File: config.mk
export PLATFORM = sky130hd
export DESIGN_NAME = clamp_pulse_gen
export DESIGN_NICKNAME = d
export VERILOG_FILES = /design/src/rtl/cpg_pkg.sv /design/src/rtl/cpg_sync.sv /design/src/rtl/cpg_polarity.sv /design/src/rtl/cpg_pulse.sv /design/src/rtl/clamp_pulse_gen.sv
export SDC_FILE = /design/constraint.sdc
export NUM_CORES = 1
export LEC_CHECK = 0
export CORE_UTILIZATION = 32
export CTS_BUF_LIST = sky130_fd_sc_hd__clkbuf_16
export DETAILED_ROUTE_END_ITERATION = 8
export PLACE_DENSITY = 0.53
export SLEW_MARGIN = 20
export SYNTH_ARGS = -nofsm -noshare
export SYNTH_HDL_FRONTEND = slang
export SYNTH_HIERARCHICAL = 1
export SYNTH_SLANG_ARGS = --single-unit
File: constraint.sdc
create_clock -name clk -period 2.2 [get_ports clk]
set_input_delay 0.33 -clock clk [delete_from_list [all_inputs] [get_ports clk]]
set_output_delay 0.33 -clock clk [all_outputs]
set_load 0.01 [all_outputs]
File: src/rtl/cpg_pkg.sv
package cpg_pkg;

    typedef enum logic {
        SRC_SYNC  = 1'b0,
        SRC_BLANK = 1'b1
    } trig_src_e;

    typedef enum logic {
        EDGE_LEAD  = 1'b0,
        EDGE_TRAIL = 1'b1
    } trig_edge_e;

    typedef enum logic {
        MODE_GEN    = 1'b0,
        MODE_DIRECT = 1'b1
    } clamp_mode_e;

    typedef struct packed {
        logic        oc_src;
        clamp_mode_e mode;
        logic [1:0]  width_code;
        trig_edge_e  edge_sel;
        trig_src_e   src;
        logic        blank_inv;
    } cfg_t;

    // Pulse length in clock cycles for a width code.
    function automatic int pulse_cycles(input int base, input logic [1:0] code);
        return base << code;
    endfunction

endpackage

File: src/rtl/cpg_sync.sv
module cpg_sync #(
    parameter int WIDTH  = 2,
    parameter int STAGES = 2
) (
    input  logic             clk,
    input  logic             rst,
    input  logic [WIDTH-1:0] d,
    output logic [WIDTH-1:0] q
);
    logic [WIDTH-1:0] chain [STAGES];

    generate
        for (genvar s = 0; s < STAGES; s++) begin : g_stage
            if (s == 0) begin : g_first
                always_ff @(posedge clk) begin
                    if (rst) chain[s] <= '0;
                    else     chain[s] <= d;
                end
            end else begin : g_rest
                always_ff @(posedge clk) begin
                    if (rst) chain[s] <= '0;
                    else     chain[s] <= chain[s-1];
                end
            end
        end
    endgenerate

    assign q = chain[STAGES-1];
endmodule

File: src/rtl/cpg_polarity.sv
module cpg_polarity #(
    parameter int CNT_W = 12
) (
    input  logic clk,
    input  logic rst,
    input  logic level,
    output logic active_low
);
    logic             level_d;
    logic [CNT_W-1:0] hi_cnt;
    logic [CNT_W-1:0] lo_cnt;
    logic             line_start;

    assign line_start = level & ~level_d;

    always_ff @(posedge clk) begin
        if (rst) begin
            level_d    <= 1'b0;
            hi_cnt     <= '0;
            lo_cnt     <= '0;
            active_low <= 1'b0;
        end else begin
            level_d <= level;
            if (line_start) begin
                active_low <= (hi_cnt > lo_cnt);
                hi_cnt     <= CNT_W'(1);
                lo_cnt     <= '0;
            end else if (level) begin
                if (hi_cnt != '1) hi_cnt <= hi_cnt + 1'b1;
            end else begin
                if (lo_cnt != '1) lo_cnt <= lo_cnt + 1'b1;
            end
        end
    end
endmodule

File: src/rtl/cpg_pulse.sv
module cpg_pulse
    import cpg_pkg::*;
#(
    parameter int BASE_WIDTH = 8
) (
    input  logic       clk,
    input  logic       rst,
    input  logic       level,
    input  trig_edge_e edge_sel,
    input  logic [1:0] width_code,
    output logic       pulse
);
    localparam int MAX_CYC = BASE_WIDTH * 8;
    localparam int CW      = $clog2(MAX_CYC);

    logic          level_d;
    logic          fire;
    logic [CW-1:0] remain;

    always_comb begin
        if (edge_sel == EDGE_TRAIL) fire = level_d & ~level;
        else                        fire = level & ~level_d;
    end

    always_ff @(posedge clk) begin
        if (rst) begin
            level_d <= 1'b0;
            remain  <= '0;
            pulse   <= 1'b0;
        end else begin
            level_d <= level;
            if (fire) begin
                pulse  <= 1'b1;
                remain <= CW'(pulse_cycles(BASE_WIDTH, width_code) - 1);
            end else if (remain != '0) begin
                remain <= remain - 1'b1;
            end else begin
                pulse <= 1'b0;
            end
        end
    end
endmodule

File: src/rtl/clamp_pulse_gen.sv
module clamp_pulse_gen
    import cpg_pkg::*;
#(
    parameter int BASE_WIDTH  = 8,
    parameter int LINE_CNT_W  = 12,
    parameter int SYNC_STAGES = 2
) (
    input  logic       clk,
    input  logic       rst,
    input  logic       hsync_in,
    input  logic       blank_in,
    input  logic [7:0] cfg_main,
    input  logic [7:0] cfg_aux,
    output logic       clamp_pulse,
    output logic       blank_pos,
    output logic       out_clamp_sel
);
    cfg_t       cfg;
    logic       cfg_unused;
    logic [1:0] raw_in;
    logic [1:0] synced;
    logic       hs_s;
    logic       bk_s;
    logic       hs_low;
    logic       hs_pos;
    logic       trig_level;
    logic       gen_pulse;

    assign cfg.src        = trig_src_e'(cfg_main[0]);
    assign cfg.edge_sel   = trig_edge_e'(cfg_main[1]);
    assign cfg.width_code = cfg_main[3:2];
    assign cfg.mode       = clamp_mode_e'(cfg_main[4]);
    assign cfg.oc_src     = cfg_main[7];
    assign cfg.blank_inv  = cfg_aux[0];
    assign cfg_unused     = ^{cfg_main[6:5], cfg_aux[7:1]};

    assign raw_in = {blank_in, hsync_in};

    cpg_sync #(
        .WIDTH (2),
        .STAGES(SYNC_STAGES)
    ) u_sync (
        .clk(clk),
        .rst(rst),
        .d  (raw_in),
        .q  (synced)
    );

    assign hs_s = synced[0];
    assign bk_s = synced[1];

    cpg_polarity #(
        .CNT_W(LINE_CNT_W)
    ) u_polarity (
        .clk       (clk),
        .rst       (rst),
        .level     (hs_s),
        .active_low(hs_low)
    );

    assign hs_pos    = hs_s ^ hs_low;
    assign blank_pos = bk_s ^ cfg.blank_inv;

    always_comb begin
        if (cfg.src == SRC_BLANK) trig_level = blank_pos;
        else                      trig_level = hs_pos;
    end

    cpg_pulse #(
        .BASE_WIDTH(BASE_WIDTH)
    ) u_pulse (
        .clk       (clk),
        .rst       (rst),
        .level     (trig_level),
        .edge_sel  (cfg.edge_sel),
        .width_code(cfg.width_code),
        .pulse     (gen_pulse)
    );

    always_comb begin
        if (cfg.mode == MODE_DIRECT) clamp_pulse = hs_s;
        else                         clamp_pulse = gen_pulse;
    end

    assign out_clamp_sel = cfg.oc_src;
endmodule

# --- Yosys cells after proc, flatten, opt, wreduce, memory -nomap -nowiden ---
# Memory sizes are Yosys's and may differ from the RTL's.
# Cells that the tools add are included.
word_totals:
  regBits: 34
  ramBits: 4
  inputBits: 20
  output_inout_bits: 3
  wordCells: 52
  n_memories: 1
memory_table:
  columns: ["memory", "depth", "word_bits", "read_ports", "rd_ports_with_merged_regs", "write_ports", "line", "source"]
  rows:
  - ["u_sync.chain", 2, 2, 2, 0, 2, "cpg_sync.sv:10", "logic [WIDTH-1:0] chain [STAGES];"]
classes:
  add_sub_neg: 4
  magnitude_cmp: 1
  n_eq_ne: 3
  shifts: 1
  muxes: 15
  bitwise_logic: 11
  reduce_logical: 8
ops:
  columns: ["op", "count"]
  rows:
  - ["adder 12 x 1 -> 12 bit, second input constant", 2]
  - ["inequality test 12 bit, second input constant", 2]
  - ["greater-than comparator 12 bit", 1]
  - ["two-way mux 6 bit", 2]
  - ["two-way mux 1 bit", 11]
  - ["AND reduction 2 bit", 3]
  - ["nonzero test 2 bit", 3]
  - ["nonzero test 6 bit", 1]
  - ["<< shifter 4 x 2 -> 6 bit, first input constant", 1]
  - ["subtractor 6 x 1 -> 6 bit, second input constant", 1]
  - ["subtractor 6 x 2 -> 6 bit, second input constant", 1]
  - ["two-way mux 2 bit", 2]
  - ["inverter 1 bit", 4]
  - ["AND 1 bit", 3]
  - ["inequality test 2 x 1 -> 1 bit, second input constant", 1]
  - ["bitwise OR 1 bit", 2]
  - ["OR reduction 2 bit", 1]
  - ["bitwise XOR 1 bit", 2]

# --- Logic depth before layout (Yosys ltp) ---
# Gate-level depths: netlist of the first run.
# An unclocked memory read counts as a cell.
logic_depth:
  ltp_word: 7
  depth_mapped: 7
  mapped_depth_nobuf: 7

# --- Cells and area by module ---
# The synthesis of the first run kept the hierarchy.
by_module_without_submodules:
  columns: ["mod", "instances", "cells_per_inst", "area_per_inst_um2", "seq_area_each_um2"]
  rows:
  - ["cpg_polarity", 1, 176, 1485.2, 520.5]
  - ["cpg_pulse", 1, 43, 431.7, 160.2]
  - ["cpg_sync", 1, 8, 105.1, 80.1]
  - ["clamp_pulse_gen", 1, 5, 51.3, 0.0]

# --- Worst setup path after synthesis of the first run ---
# Ideal clock, no wire load.
synth_path:
  kind: "register to register"
  startpoint: "reg u_polarity.hi_cnt[1]"
  endpoint: "reg u_polarity.hi_cnt[9]"
  setup_time_ps: 128
  arrival_time_ps: 1485
  required_ps: 2072
  path_slack_ps: 587
  path_stages_with_launch: 8
  n_path_buf: 1
  period_less_slack_ps: 1613
  path_cell_list: "dfxtp_1 -> ha_1 -> nand3_2 -> o41ai_2 -> buf_6 -> nor3_1 -> xnor2_1 -> nor2_1"
synth_via:
  elab_chain_cells: 2
  word_cells_on_any_way: 3
  cone_classes: "add/sub (1); eq/ne (1); reduce/logical (1)"
synth_lines:
  columns: ["element", "line", "source"]
  rows:
  - ["start: declaration", "cpg_polarity.sv:10", "logic [CNT_W-1:0] hi_cnt;"]
  - ["start signal: assignment", "cpg_polarity.sv:29", "if (hi_cnt != '1) hi_cnt <= hi_cnt + 1'b1;"]
  - ["parallel branches: the longest is 2 deep, another holds adder 12 x 1 -> 12 bit", null, null]
# Parallel ways; which one is timed is not known.
# A chain may end at the register's enable or synchronous reset.

# --- Final worst setup path of the first run ---
layout_path:
  startpoint: "in cfg_main[4]"
  endpoint: "out clamp_pulse"
layout_via:
  elab_chain_cells: 1
layout_lines:
  columns: ["element", "line", "source"]
  rows:
  - ["start: declaration", "clamp_pulse_gen.sv:12", "input logic [7:0] cfg_main,"]
  - ["two-way mux 1 bit", "clamp_pulse_gen.sv:81", "if (cfg.mode == MODE_DIRECT) clamp_pulse = hs_s;"]
  - ["end: declaration", "clamp_pulse_gen.sv:14", "output logic clamp_pulse,"]
# Every way passes these cells.

==> results.cfg, run 1 <==
[timing]
fin_tns_setup_ns = 0
worst_pin_slew_ns = 0.409
setup_slack_ns = 0.283
rsz0062_at_grt = no
hold_viol_final = 0
post-route-period-util_pct = 87.2
fin_skew_ns = 0.00566
maxSlewHeadroom_pct = 72.6
final_max_slew_viol_count = 0
setup_viol_count_final = 0
fin_crit_ns = 1.92
fmax_mhz = 522
hold_slack_ns = 0.438

[clock_network]
postCtsHoldBufs = 0
ctsResizeCount = 0
cts_buffer_depth = 2
cts_sinks = 38
post_cts_buffers = 0
cts_buffers = 5
cts_tree = done
cts_root_buf = clkbuf_16
htreeDepth = 2
clk_latency_ns = 0.28
clk_pin_slew_worst_paths_ns = 0.06

[layout]
fin_area_um2 = 2430
n_antenna_cell = 0
final_cell_mix = dfxtp_1 (38), nor2_1 (25), xnor2_1 (19), inv_1 (18), ha_1 (16)
layout_commonest_cell = dfxtp_1
final_nets = 284
nFillCells = 631
area.growth.synth_to_final_pct = 17.2
drive_gt1_share_pct = 9.64

[routing]
drt_iter0_drc = 72
num_vias = 1561
wl_per_cell_um = 12.0
vias_per_cell = 4.82
antenna_left = 0
drt-total-wl_mm = 3.89
route.detailed.drc = 0
first_pass_iters = 4

[synthesis]
muxShareOfSynthArea_pct = 2.96
yosysTopAreaCell = dfxtp_1
yosysWarnings = 6
synth_compound_area_share_pct = 10.0
syn_area_um2 = 2070
synth_top_area_share_pct = 36.7
syn_inst = 232
synth.area.top_cells = dfxtp_1 (37%), ha_1 (9.7%), xnor2_1 (8.0%)
synth_xor_area_share_pct = 10.1
synthDistinctLibCells = 46
synth_seq_cells = 38
yosysSeqAreaShare_pct = 36.7
synth_top_family_by_area = simple AND/OR/NAND/NOR gates
avgSynthCellArea_um2 = 8.94
syn-num-nets = 268
synth-simple-area-share_pct = 25.4
synth_fa_ha_area_share_pct = 9.66

[floorplan]
die-area_um2 = 6800
start_util_pct = 34.0
core_area_um2 = 6100
die_h_um = 82.5
die_w_um = 82.5
ios = 23
rows = 28

[place]
gp_congestion = 0.753
io_buffers = 11
place_area_um2 = 2290
pre_cts_ws_ns = 0.164
post-dp-hpwl_mm = 2.79

[worst_hold_path]
hold_depth = 1
min_path_type = flop to flop

[grt]
grt_overflow = 0
grt_pass1_vias = 1482
track_usage_pct = 12.9
antenna_found_initial = 0
grt_max_degree = 25
grt_pass1_wl_mm = 6.53

[critical_path]
critPathCaptureType = primary output
arrival_ns = 1.59
cp.required_ns = 1.87
path_class = primary input to primary output
critPathLaunchType = primary input
reg2reg_depth = 7
path_max_fanout = 1

[outcome]
status = finished clean

[pwr]
power.density_nw_per_um2 = 817
power.total_w = 0.00199
p_leak_nw = 0.900
ir_drop_uv = 574

[run]
drv_cap = 0
-- power breakdown --
group	total (W)	leakage, nW	internal, W	switching, W
clock network	0.000690	0.0672	0.000413	0.000276
registers	0.000823	0.310	0.000758	0.0000652
logic	0.000473	0.523	0.000255	0.000218
total	0.00199	0.900	0.00143	0.000560
-- synthesized netlist by cell type, drive strengths merged --
cell type  number
nor2           25
a31oi           2
buf             3
nand3          10
xor2            5
a41oi           1
and3            1
nand4b          1
nor3           11
o21ai           5
mux2i           2
ha             16
dfxtp          38
mux2            3
a311oi          1
o32ai           1
nor3b           1
nand2          11
or4             1
nor2b           7
a211oi          1
clkbuf          4
o22ai           1
nand2b          3
and4            2
nor4            2
or3             3
nand3b          3
or2b            1
and3b           2
inv            18
nand4           9
xnor2          19
a21oi          16
o211ai          1
o41ai           1
or2             1
-- routing by layer --
metal | global-route usage [%] | vias to the layer above | wire length, um
met4 | 6.21 | 0 | 74
met2 | 21.4 | 14 | 1740
met3 | 2.97 | 6 | 89
li1 | - | 839 | -
met5 | 0 | - | 0
met1 | 15.7 | 702 | 1980
-- layout make-up --
| cell class | count | area [um2] | area share, % |
|---|---|---|---|
| Clock buffer | 5 | 125 | 5.15 |
| Timing Repair Buffer | 16 | 160 | 6.59 |
| Multi-Input combinational cell | 169 | 1210 | 49.6 |
| Tap cell | 75 | 93.8 | 3.86 |
| Sequential cell | 38 | 761 | 31.3 |
| Inverter | 18 | 67.6 | 2.78 |
| Clock inverter | 3 | 16.3 | 0.669 |
-- logic make-up after synthesis --
group	after synthesis
XOR/XNOR	24
AND/OR/NAND/NOR	94
flip-flops	38
multiplexers	5
adder cells (fa/ha/maj)	16
AO/OA/AOI/OAI	30
buffers and inverters	25
-- flip-flops by register name, summed over array words and instances (netlist names) --
| name | flops |
|---|---|
| u_polarity/active_low | 1 |
| u_polarity/hi_cnt | 12 |
| u_polarity/level_d | 1 |
| u_polarity/lo_cnt | 12 |
| u_pulse/level_d | 1 |
| u_pulse/pulse | 1 |
| u_pulse/remain | 6 |
| u_sync/chain | 4 |
-- worst paths after layout --
| check | to | startpoint | slack [ns] |
|---|---|---|---|
| min | u_sync/chain[1][1]$_SDFF_PP0_ | u_sync/chain[0][1]$_SDFF_PP0_ | 0.44 |
| max | clamp_pulse | cfg_main[4] | 0.28 |
| max reg2reg | u_polarity/active_low$_SDFFE_PP0P_ | u_polarity/lo_cnt[10]$_SDFFE_PP0P_ | 0.43 |
| min reg2reg | u_sync/chain[1][1]$_SDFF_PP0_ | u_sync/chain[0][1]$_SDFF_PP0_ | 0.44 |
-- critical path, stage by stage --
cell	delay, ns
clkdlybuf4s50_1	0.46
mux2_2	0.32
clkdlybuf4s50_1	0.47
-- metrics by stage --
step,instances,util [%]
floorplan,232,-
global placement,316,37.5
detailed placement,316,37.5
CTS,324,39.9
global route,324,39.9
finish,324,39.9
(Power assumes the default switching activity.)
==> run 2, diff against run 1 <==
--- a/config.mk
+++ b/config.mk
@@ -5,10 +5,11 @@
 export SDC_FILE = /design/constraint.sdc
 export NUM_CORES = 1
 export LEC_CHECK = 0
-export CORE_UTILIZATION = 32
+export CORE_MARGIN = 3
+export CORE_UTILIZATION = 50
 export CTS_BUF_LIST = sky130_fd_sc_hd__clkbuf_16
 export DETAILED_ROUTE_END_ITERATION = 8
-export PLACE_DENSITY = 0.53
+export PLACE_DENSITY = 0.75
 export SLEW_MARGIN = 20
 export SYNTH_ARGS = -nofsm -noshare
 export SYNTH_HDL_FRONTEND = slang
==> run 2 against run 1 <==
Setup slack got worse by 0.060 ns. Register-to-register slack got worse by 0.21 ns. First-iteration DRC count increased by 5.6%. Design area down 1.5%. Clock power is 13% higher. Critical endpoint is now u_polarity/hi_cnt[4]$_SDFFE_PP0P_.
==> results.cfg, run 2 (synthesis gave the netlist of run 1 again) <==
[critical_path]
critPathLaunchType = flop
arrival_ns = 2.14
cp.required_ns = 2.36
path_class = flop to flop
critPathCaptureType = flop
path_max_fanout = 8

[clock_network]
clk_latency_ns = 0.28
ctsResizeCount = 0
post_cts_buffers = 0
postCtsHoldBufs = 0
cts_root_buf = clkbuf_16
cts_buffer_depth = 2
cts_buffers = 5
cts_sinks = 38
cts_tree = done
clk_pin_slew_worst_paths_ns = 0.06
htreeDepth = 2

[floorplan]
rows = 22
core_area_um2 = 3830
die_w_um = 70.4
die_h_um = 70.4
start_util_pct = 54.2
die-area_um2 = 4960
ios = 23

[pwr]
netSwitchingFraction_pct = 26.6
clock_power_share_pct = 37.3
power.density_nw_per_um2 = 874
pwr-share-seq_pct = 39.4
p_int_w = 0.00154
ir_drop_uv = 508
combPwrFrac_pct = 23.2
p_leak_nw = 0.899
switchingPower_w = 0.000556

[timing]
setup_viol_count_final = 0
post-route-period-util_pct = 89.9
fin_tns_setup_ns = 0
fmax_mhz = 506
hold_viol_final = 0
maxSlewHeadroom_pct = 62.0
fin_skew_ns = 0.00458
fin_crit_ns = 1.98
setup_slack_ns = 0.223
final_max_slew_viol_count = 0
worst_pin_slew_ns = 0.564
rsz0062_at_grt = no

[layout]
layout_commonest_cell = dfxtp_1
final_cell_mix = dfxtp_1 (38), nor2_1 (25), xnor2_1 (19), inv_1 (18), ha_1 (16)
final_nets = 283
n_antenna_cell = 0
drive_gt1_share_pct = 8.91
area.growth.synth_to_final_pct = 15.4
reg_top3 = u_polarity/hi_cnt: 12 flops, u_polarity/lo_cnt: 12 flops, u_pulse/remain: 6 flops

[routing]
first_pass_iters = 4
route.detailed.drc = 0
vias_per_cell = 5.42
drt-total-wl_mm = 3.90
num_vias = 1598
antenna_left = 0
drt_iter0_drc = 76
wl_per_cell_um = 13.2

[outcome]
status = finished clean

[grt]
antenna_found_initial = 0
grt_max_degree = 25
grt_overflow = 0
grt_pass1_wl_mm = 6.64
track_usage_pct = 16.6
grt_pass1_vias = 1545

[place]
post-dp-hpwl_mm = 2.79
io_buffers = 11
pre_cts_ws_ns = 0.165
gp_congestion = 0.727

[worst_hold_path]
min_path_type = flop to flop

[run]
drv_cap = 0
run 2: changes by cell type in the layout (fill, tap and decap cells not counted), sizes merged:
cell / change
buf: -1
bufinv: +1
clkinv: -1
clkinvlp: -1
run 2: worst paths after layout:
path                                     start                                end  slack, ns  cells past startpoint
max          u_polarity/hi_cnt[1]$_SDFFE_PP0P_  u_polarity/hi_cnt[4]$_SDFFE_PP0P_       0.22                      7
max reg2reg  u_polarity/hi_cnt[1]$_SDFFE_PP0P_  u_polarity/hi_cnt[4]$_SDFFE_PP0P_       0.22                      7
min              u_sync/chain[0][1]$_SDFF_PP0_      u_sync/chain[1][1]$_SDFF_PP0_       0.44                      1
min reg2reg      u_sync/chain[0][1]$_SDFF_PP0_      u_sync/chain[1][1]$_SDFF_PP0_       0.44                      1
run 2: worst max-delay path, cell delays in order, from the launching register on:
cell     delay (ns)
dfxtp_1        0.40
ha_1           0.21
nand3_2        0.11
o41ai_2        0.61
buf_4          0.26
nor2_1         0.06
xnor2_1        0.15
nor2_1         0.06
run 2: stage by stage:
step / hold WS [ns] / power, W / cell area [um2] / util, % / std cells
2_1_floorplan: 0.392 / 0.00122 / 2070 / - / 232
3_3_place_gp: 0.419 / 0.00130 / 2230 / 58.4 / 288
3_5_place_dp: 0.420 / 0.00132 / 2230 / 58.4 / 288
4_1_cts: 0.433 / 0.00211 / 2390 / 62.6 / 295
5_1_grt: 0.460 / 0.00219 / 2390 / 62.6 / 295
6_report: 0.438 / 0.00209 / 2390 / 62.6 / 295
run 2: cell type report:
cell class	count	area, um2
clock inverter	2	33.8
inverter	18	67.6
clock buffer	5	125
fill	334	1430
multi-input combinational	169	1210
timing repair buffer	15	140
tap	48	60.1
sequential	38	761
run 2: per-layer routing:
metal  up-vias  global-route usage [%]  wire (um)
met4         0                    5.96         39
met1       742                    20.3       1860
met3         4                    4.32        118
met2        19                    28.0       1880
met5         -                       0          0
li1        833                       -          -
run 2: power by group through the flow:
stage | clock network, W | logic [W] | registers (W)
6_report | 0.000781 | 0.000486 | 0.000825
2_1_floorplan | 0 | 0.000394 | 0.000826
3_3_place_gp | 0 | 0.000464 | 0.000837
5_1_grt | 0.000824 | 0.000535 | 0.000834
4_1_cts | 0.000795 | 0.000487 | 0.000825
3_5_place_dp | 0 | 0.000479 | 0.000840
